$ cat src/rtl/aux_frm_pkg.sv
// Shared encodings for the AUX request framer.
// Assumes: 20-bit AUX address, byte-wide FIFO data.
package aux_frm_pkg;
    localparam int AUX_ADDR_W = 20;
    localparam int BYTE_W     = 8;
    localparam int HDR_WORDS  = 4;
    localparam int CTRL_W     = 4;
    localparam int CTRL_GO      = 0;
    localparam int CTRL_I2C     = 1;
    localparam int CTRL_NO_ADDR = 2;
    localparam int CTRL_NO_STOP = 3;

    typedef enum logic [2:0] {
        ST_IDLE, ST_HDR, ST_PAY, ST_CTRL, ST_WAIT, ST_DISC, ST_DRAIN, ST_RESP
    } frm_state_e;

    typedef enum logic [1:0] {
        RSP_ACK_NATIVE = 2'd0,
        RSP_ACK_I2C    = 2'd1,
        RSP_REJECT     = 2'd2,
        RSP_TIMEOUT    = 2'd3
    } rsp_code_e;
endpackage

$ cat src/rtl/aux_req_check.sv
// Length screening for an incoming request.
// Flags zero-length requests and those that break the native,
// I2C or write-payload limits. Purely combinational.
module aux_req_check #(
    parameter int LEN_W      = 8,
    parameter int NATIVE_MAX = 16,
    parameter int I2C_MAX    = 128,
    parameter int WR_PAY_MAX = 124
) (
    input  logic             native,
    input  logic             read,
    input  logic [LEN_W-1:0] len,
    output logic             zero_len,
    output logic             reject
);
    // Compare the length against each limit.
    always_comb begin
        zero_len = (len == '0);
        reject   = (native && (int'(len) > NATIVE_MAX))
                || (int'(len) > I2C_MAX)
                || (!read && (int'(len) > WR_PAY_MAX));
    end
endmodule

$ cat src/rtl/aux_hdr_pack.sv
// Header byte selection and control word build.
// Assumes len >= 1 whenever the header is used.
module aux_hdr_pack
    import aux_frm_pkg::*;
#(
    parameter int LEN_W = 8
) (
    input  logic                  native,
    input  logic                  read,
    input  logic [AUX_ADDR_W-1:0] addr,
    input  logic [LEN_W-1:0]      len,
    input  logic [1:0]            hdr_idx,
    output logic [BYTE_W-1:0]     hdr_byte,
    output logic [CTRL_W-1:0]     ctrl_word
);
    logic [LEN_W-1:0] len_m1;

    // Pick the header byte for the current header slot.
    always_comb begin
        len_m1 = len - 1'b1;
        case (hdr_idx)
            2'd0:    hdr_byte = {3'b000, read, addr[19:16]};
            2'd1:    hdr_byte = addr[15:8];
            2'd2:    hdr_byte = addr[7:0];
            default: hdr_byte = len_m1[7:0];
        endcase
    end

    // Build the transaction-control word.
    always_comb begin
        ctrl_word               = '0;
        ctrl_word[CTRL_GO]      = 1'b1;
        ctrl_word[CTRL_I2C]     = !native;
        ctrl_word[CTRL_NO_ADDR] = !native;
        ctrl_word[CTRL_NO_STOP] = !native && !read;
    end
endmodule

$ cat src/rtl/aux_tmo_timer.sv
// Completion watchdog: counts busy cycles and flags the last one.
// Assumes start pulses one cycle before run begins.
module aux_tmo_timer #(
    parameter int TMO_CYCLES = 1000
) (
    input  logic clk,
    input  logic rst_n,
    input  logic start,
    input  logic run,
    output logic expired
);
    localparam int CNT_W = $clog2(TMO_CYCLES + 1);
    logic [CNT_W-1:0] cnt;

    // Clear on start, count while running.
    always_ff @(posedge clk) begin
        if (!rst_n)     cnt <= '0;
        else if (start) cnt <= '0;
        else if (run)   cnt <= cnt + 1'b1;
    end

    // Last permitted busy cycle.
    assign expired = run && (cnt == CNT_W'(TMO_CYCLES - 1));

    // the busy window never outlasts the limit
    a_r10_cnt_bound: assert property (@(posedge clk) disable iff (!rst_n)
        run |-> (int'(cnt) < TMO_CYCLES));
endmodule

$ cat src/rtl/aux_req_framer.sv
// AUX request framer: validates a request, writes header and
// payload into the command FIFO, issues the control word, waits for
// completion or timeout, then drains the reply FIFO for reads.
// Assumes the reply FIFO head is valid whenever rx_pop is driven.
module aux_req_framer
    import aux_frm_pkg::*;
#(
    parameter int LEN_W          = 8,
    parameter int NATIVE_MAX     = 16,
    parameter int I2C_MAX        = 128,
    parameter int CMD_BUDGET     = 128,
    parameter int CMD_FIFO_DEPTH = 144,
    parameter int TMO_CYCLES     = 1000
) (
    input  logic                  clk,
    input  logic                  rst_n,
    input  logic                  req_valid,
    output logic                  req_ready,
    input  logic                  req_native,
    input  logic                  req_read,
    input  logic [AUX_ADDR_W-1:0] req_addr,
    input  logic [LEN_W-1:0]      req_len,
    input  logic                  pl_valid,
    output logic                  pl_ready,
    input  logic [BYTE_W-1:0]     pl_data,
    output logic                  cmd_we,
    output logic [BYTE_W-1:0]     cmd_byte,
    output logic                  cmd_idx_rst,
    output logic                  ctrl_we,
    output logic [CTRL_W-1:0]     ctrl_word,
    input  logic                  line_done,
    output logic                  busy,
    output logic                  rx_pop,
    input  logic [BYTE_W-1:0]     rx_byte,
    input  logic [LEN_W-1:0]      rx_idx,
    output logic                  out_valid,
    output logic [BYTE_W-1:0]     out_byte,
    output logic                  rsp_valid,
    output logic [1:0]            rsp_code,
    output logic [LEN_W-1:0]      rsp_count
);
    localparam int WR_PAY_MAX = CMD_BUDGET - HDR_WORDS;
    localparam int WORD_W     = $clog2(CMD_FIFO_DEPTH + 1);

    frm_state_e            state;
    logic                  nat_q, rd_q;
    logic [AUX_ADDR_W-1:0] addr_q;
    logic [LEN_W-1:0]      len_q, byte_cnt, rx_cnt, count_q;
    logic [1:0]            hdr_idx;
    rsp_code_e             code_q;
    logic [WORD_W-1:0]     words;
    logic                  zero_len, reject, expired, idx_ok;
    logic [BYTE_W-1:0]     hdr_byte;
    rsp_code_e             ack_code;

    aux_req_check #(
        .LEN_W(LEN_W), .NATIVE_MAX(NATIVE_MAX),
        .I2C_MAX(I2C_MAX), .WR_PAY_MAX(WR_PAY_MAX)
    ) u_check (
        .native(req_native), .read(req_read), .len(req_len),
        .zero_len(zero_len), .reject(reject)
    );

    aux_hdr_pack #(.LEN_W(LEN_W)) u_pack (
        .native(nat_q), .read(rd_q), .addr(addr_q), .len(len_q),
        .hdr_idx(hdr_idx), .hdr_byte(hdr_byte), .ctrl_word(ctrl_word)
    );

    aux_tmo_timer #(.TMO_CYCLES(TMO_CYCLES)) u_tmo (
        .clk(clk), .rst_n(rst_n),
        .start(state == ST_CTRL), .run(state == ST_WAIT),
        .expired(expired)
    );

    assign ack_code = nat_q ? RSP_ACK_NATIVE : RSP_ACK_I2C;
    assign idx_ok   = (rx_idx == rx_cnt);

    // Request sequencing: accept, frame, launch, wait, drain, respond.
    always_ff @(posedge clk) begin
        if (!rst_n) begin
            state    <= ST_IDLE;
            nat_q    <= 1'b0;
            rd_q     <= 1'b0;
            addr_q   <= '0;
            len_q    <= '0;
            hdr_idx  <= '0;
            byte_cnt <= '0;
            rx_cnt   <= '0;
            count_q  <= '0;
            code_q   <= RSP_ACK_NATIVE;
        end else begin
            case (state)
                ST_IDLE: if (req_valid) begin
                    nat_q   <= req_native;
                    rd_q    <= req_read;
                    addr_q  <= req_addr;
                    len_q   <= req_len;
                    hdr_idx <= '0;
                    count_q <= '0;
                    if (zero_len) begin
                        code_q <= req_native ? RSP_ACK_NATIVE : RSP_ACK_I2C;
                        state  <= ST_RESP;
                    end else if (reject) begin
                        code_q <= RSP_REJECT;
                        state  <= ST_RESP;
                    end else begin
                        state  <= ST_HDR;
                    end
                end
                ST_HDR: begin
                    hdr_idx  <= hdr_idx + 1'b1;
                    byte_cnt <= '0;
                    if (hdr_idx == 2'd3) state <= rd_q ? ST_CTRL : ST_PAY;
                end
                ST_PAY: if (pl_valid) begin
                    byte_cnt <= byte_cnt + 1'b1;
                    if (byte_cnt == len_q - 1'b1) state <= ST_CTRL;
                end
                ST_CTRL: state <= ST_WAIT;
                ST_WAIT: begin
                    rx_cnt <= '0;
                    if (line_done) begin
                        if (rd_q) begin
                            state <= ST_DISC;
                        end else begin
                            code_q  <= ack_code;
                            count_q <= len_q;
                            state   <= ST_RESP;
                        end
                    end else if (expired) begin
                        code_q <= RSP_TIMEOUT;
                        state  <= ST_RESP;
                    end
                end
                ST_DISC: state <= ST_DRAIN;
                ST_DRAIN: begin
                    code_q <= ack_code;
                    if (idx_ok) begin
                        rx_cnt <= rx_cnt + 1'b1;
                        if (rx_cnt == len_q - 1'b1) begin
                            count_q <= len_q;
                            state   <= ST_RESP;
                        end
                    end else begin
                        count_q <= rx_cnt;
                        state   <= ST_RESP;
                    end
                end
                default: state <= ST_IDLE;
            endcase
        end
    end

    // Count FIFO words of the current request (checked below).
    always_ff @(posedge clk) begin
        if (!rst_n || state == ST_IDLE) words <= '0;
        else if (cmd_we)                words <= words + 1'b1;
    end

    // Port strobes decoded from the state.
    always_comb begin
        req_ready   = (state == ST_IDLE);
        pl_ready    = (state == ST_PAY);
        cmd_we      = (state == ST_HDR) || ((state == ST_PAY) && pl_valid);
        cmd_byte    = (state == ST_HDR) ? hdr_byte : pl_data;
        cmd_idx_rst = (state == ST_HDR) && (hdr_idx == 2'd0);
        ctrl_we     = (state == ST_CTRL);
        busy        = (state == ST_WAIT);
        rx_pop      = (state == ST_DISC) || (state == ST_DRAIN);
        out_valid   = (state == ST_DRAIN) && idx_ok;
        out_byte    = rx_byte;
        rsp_valid   = (state == ST_RESP);
        rsp_code    = code_q;
        rsp_count   = count_q;
    end

    // pointer reset only on the first word of a request
    a_r2_idx_rst_first: assert property (@(posedge clk) disable iff (!rst_n)
        cmd_idx_rst |-> (cmd_we && words == '0));
    // never more words than the FIFO holds
    a_r3_no_overflow: assert property (@(posedge clk) disable iff (!rst_n)
        cmd_we |-> (int'(words) < CMD_FIFO_DEPTH));
    // go is followed by busy; no acceptance while busy
    a_r7_go_then_busy: assert property (@(posedge clk) disable iff (!rst_n)
        ctrl_we |=> busy);
    a_r7_busy_blocks: assert property (@(posedge clk) disable iff (!rst_n)
        busy |-> !req_ready);
    // output bytes come only from popped entries
    a_r8_out_needs_pop: assert property (@(posedge clk) disable iff (!rst_n)
        out_valid |-> rx_pop);
    // one response beat per request
    a_r5_rsp_single: assert property (@(posedge clk) disable iff (!rst_n)
        rsp_valid |=> !rsp_valid);
endmodule

$ cat config.mk
export PLATFORM = sky130hd
export DESIGN_NAME = aux_req_framer
export DESIGN_NICKNAME = d
export VERILOG_FILES = /design/src/rtl/aux_frm_pkg.sv /design/src/rtl/aux_req_check.sv /design/src/rtl/aux_hdr_pack.sv /design/src/rtl/aux_tmo_timer.sv /design/src/rtl/aux_req_framer.sv
export SDC_FILE = /design/constraint.sdc
export NUM_CORES = 1
export LEC_CHECK = 0
export BUFFER_PORTS_ARGS = -buffer_cell sky130_fd_sc_hd__buf_2
export CORE_ASPECT_RATIO = 1.5
export CORE_MARGIN = 4
export CORE_UTILIZATION = 30
export CTS_BUF_LIST = sky130_fd_sc_hd__clkbuf_8
export DETAILED_ROUTE_END_ITERATION = 8
export MAX_ROUTING_LAYER = met4
export PLACE_DENSITY = 0.48
export SLEW_MARGIN = 30
export SYNTH_ARGS = -nofsm -noshare
export SYNTH_HDL_FRONTEND = slang
export SYNTH_HIERARCHICAL = 1
export SYNTH_SLANG_ARGS = --single-unit
export TNS_END_PERCENT = 1
$ cat constraint.sdc
create_clock -name clk -period 8.8 [get_ports clk]
set_input_delay 0 -clock clk [delete_from_list [all_inputs] [get_ports clk]]
set_output_delay 0 -clock clk [all_outputs]
set_load 0.01 [all_outputs]
==> flow_summary.toml <==
[cts]
clock-sinks = 71
cts_buffers = 9
cts_hold_buf = 30
post_cts_resized = 0
cts_tree = "done"
post_cts_buffers = 0
htreeDepth = 3
clockRootBuffer = "clkbuf_8"
clk_latency_ns = 0.35
path_clk_slew_ns = 0.08
cts_buffer_depth = 2

[logic_synthesis]
ys_top_cells_by_area = "dfxtp_1 33%, nand2_1 7.4%, a21boi_0 5.9%"
ys.flop_type = "dfxtp_1"
synthSimpleGateAreaFrac = 0.244
ys_seq_area_frac = 0.330
muxShareOfSynthArea = 0.0606
synthTopCellsByCount = "85 x nand2_1, 71 x dfxtp_1, 34 x a21boi_0"
yosysWarningCount = 6
synth-edff-count = 0
synth_xor_xnor_area_share = 0.102
synthAdderAreaFrac = 0.0203
synth_top_family_by_area = "simple AND/OR/NAND/NOR gates"
synth_compound_area_frac = 0.175
synth_top_area_share = 0.330
ys_ff_latch = 71
yosys.cell_count.top_type = "nand2_1"
yosys.area.top_type = "dfxtp_1"
synth.distinct_cells = 66
synthesis.nets = 591
netlist_instances = 525
async_flop_share = 0
avgSynthCellArea_um2 = 8.22
syn_area_mm2 = 0.00431

[timing]
post-route-period-util = 0.402
worstMarginPinSlew_ns = 0.803
fin_crit_ns = 3.54
rsz0062_at_grt = "false"
max-slew-margin-rel = 0.465
setup-tns-final_ns = 0
setup_viol = 0
fmax_mhz = 282
maxSlewViolCount = 0
finalHoldViolCount = 0
skew_ns = 0.0101

[status]
status = "finished clean"

[pwr]
ir_drop_uv = 74.5
p_total_mw = 1.19
power.density_mw_per_mm2 = 229
p_leak_nw = 2.01

[setup_path]
crit_buf_inv = 0
critPathSlowestCell = "dfxtp_1"
crit_arrival_ns = 3.82
worstSetupStartpointType = "flop"
crit_cells = 11
crit_required_ns = 9.08
end_kind = "flop"
worstPathMaxFanout = 16
crit_family = "simple AND/OR/NAND/NOR gates"
cpPeakStageDelay_ns = 0.62
r2r-start = "state[2]"
crit_path_cell_trace = "nand2b_1 > nor2_1 > nand3_2 > nor4_1 > nor2_1 > a21oi_1 > o32ai_1 > or4_1 > o32ai_1 > o21ai_0 > a21boi_0"
r2r_cells = 11
crit_start = "state[2]"
crit_type = "flop to flop"

[final_layout]
drive_above_1_share = 0.207
fillCellCount = 1506
finalNetCount = 670
areaGrowthSynthToFinish_pct = 20.8
num_antenna_cells = 0

[global_routing]
first_global_vias = 3894
grt_pass1_wl_um = 19800
grt_max_degree = 50
antenna_found_initial = 0
overflow = 0
grt_use_total = 0.154

[detailed_routing]
wl_um = 12000
dr_wl_met2_um = 5900
firstDrtPassIters = 5
via_per_inst = 4.87
ant_nets = 0
num_vias = 3901
m1WireLength_um = 5230
routed.top_layer = "met4"
drc = 0
wire_per_inst_um = 15.0
wl_met3_um = 561
drtIter0Drc = 104

[placement]
gp_congestion = 0.878
hpwl_um = 8850
io_buffer_count = 80

[min_path]
min_from = "rx_byte[6]"
whs_path_depth = 0
hp-class = "primary input to output pin"

[die]
core_area_mm2 = 0.0141
die_h_um = 155
die_area_mm2 = 0.0164
std_cell_rows = 53
start_util = 0.307
boundaryPins = 98
die_x_um = 106

[run]
cap_violations = 0
==> final timing paths <==
check	slack, ns	end
worst min register to register	0.47	addr_q[12]
worst max register to register	5.26	state[2]
worst min-delay path	0.000004	out_byte[6]
worst max-delay path	5.26	state[2]
==> kinds of logic (layout without fill, tap and decap cells) <==
| family | count (synthesis) | after routing |
|---|---|---|
| multiplexers | 21 | 21 |
| XOR/XNOR | 50 | 50 |
| other | 1 | 1 |
| AND/OR/NAND/NOR | 207 | 207 |
| AO/OA/AOI/OAI | 108 | 108 |
| flip-flops | 71 | 71 |
| buffers and inverters | 60 | 144 |
| adder cells (fa/ha/maj) | 7 | 7 |
==> registers in the layout (all words and copies together) (netlist names) <==
signal and cells:
rsp_count 8, rd_q 1, hdr_idx 2, nat_q 1, len_q 8, state 3
byte_cnt 8, rx_cnt 8, rsp_code 2, addr_q 20, u_tmo/cnt 10
==> area by class of cell <==
class | count | area, µm² | area share
inverter | 17 | 63.8 | 0.0122
sequential | 71 | 1420 | 0.273
multi-input combinational | 394 | 2600 | 0.499
tap | 192 | 240 | 0.0461
clock buffer | 11 | 151 | 0.0291
clock inverter | 5 | 25.0 | 0.00480
timing repair buffer | 111 | 708 | 0.136
==> worst register-to-register path, cell delays in order, from the launching register on <==
cell and delay, ns:
dfxtp_1 0.62, nand2b_1 0.23, nor2_1 0.54, nand3_2 0.20, nor4_1 0.32, nor2_1 0.10
a21oi_1 0.20, o32ai_1 0.12, or4_1 0.42, o32ai_1 0.41, o21ai_0 0.15, a21boi_0 0.17
==> cells in the final DEF (no fill, tap or decap), types with 3 or more instances in the layout <==
| cell | count |
|---|---|
| or4_1 | 4 |
| o21ai_1 | 5 |
| o31ai_1 | 6 |
| and3_1 | 5 |
| mux2_2 | 11 |
| dfxtp_1 | 71 |
| xor2_1 | 21 |
| mux2i_1 | 7 |
| nand2_1 | 84 |
| nor3_1 | 8 |
| nor2_1 | 33 |
| dlygate4sd3_1 | 30 |
| and2_1 | 3 |
| a21oi_1 | 18 |
| inv_1 | 19 |
| nand4_1 | 9 |
| o21ai_0 | 15 |
| buf_2 | 80 |
| a22oi_1 | 3 |
| or3_1 | 4 |
| nand2b_1 | 6 |
| clkbuf_8 | 11 |
| nor2b_1 | 11 |
| xnor2_1 | 29 |
| a21boi_0 | 34 |
| a22o_1 | 8 |
| mux4_2 | 3 |
| ha_1 | 7 |
| nor3b_1 | 5 |
| nand3_1 | 15 |
==> where the power goes <==
group          switching [mW]  internal (mW)  total (mW)
clock network           0.124          0.115       0.239
registers              0.0838          0.365       0.448
logic                   0.286          0.221       0.506
==> through the flow <==
step / cell area (µm²) / utilization / hold WS, ns / setup slack [ns] / cells
finish: 5210 / 0.371 / 0.00000391 / 5.26 / 801
global placement: 4730 / 0.336 / 0.0000686 / 5.38 / 755
CTS: 5210 / 0.371 / 0.0000686 / 5.24 / 801
global route: 5210 / 0.371 / 0.0000160 / 4.84 / 801
floorplan: 4310 / - / 0.0918 / 5.91 / 525
detailed placement: 4730 / 0.337 / 0.0000686 / 5.26 / 755
==> routing by layer <==
layer  vias to the layer above  global-route usage
met5                         -                   -
met4                         0              0.0599
met3                        19              0.0276
met2                       112               0.264
met1                      1807               0.178
li1                       1963                   -
(Power assumes the default switching activity.)
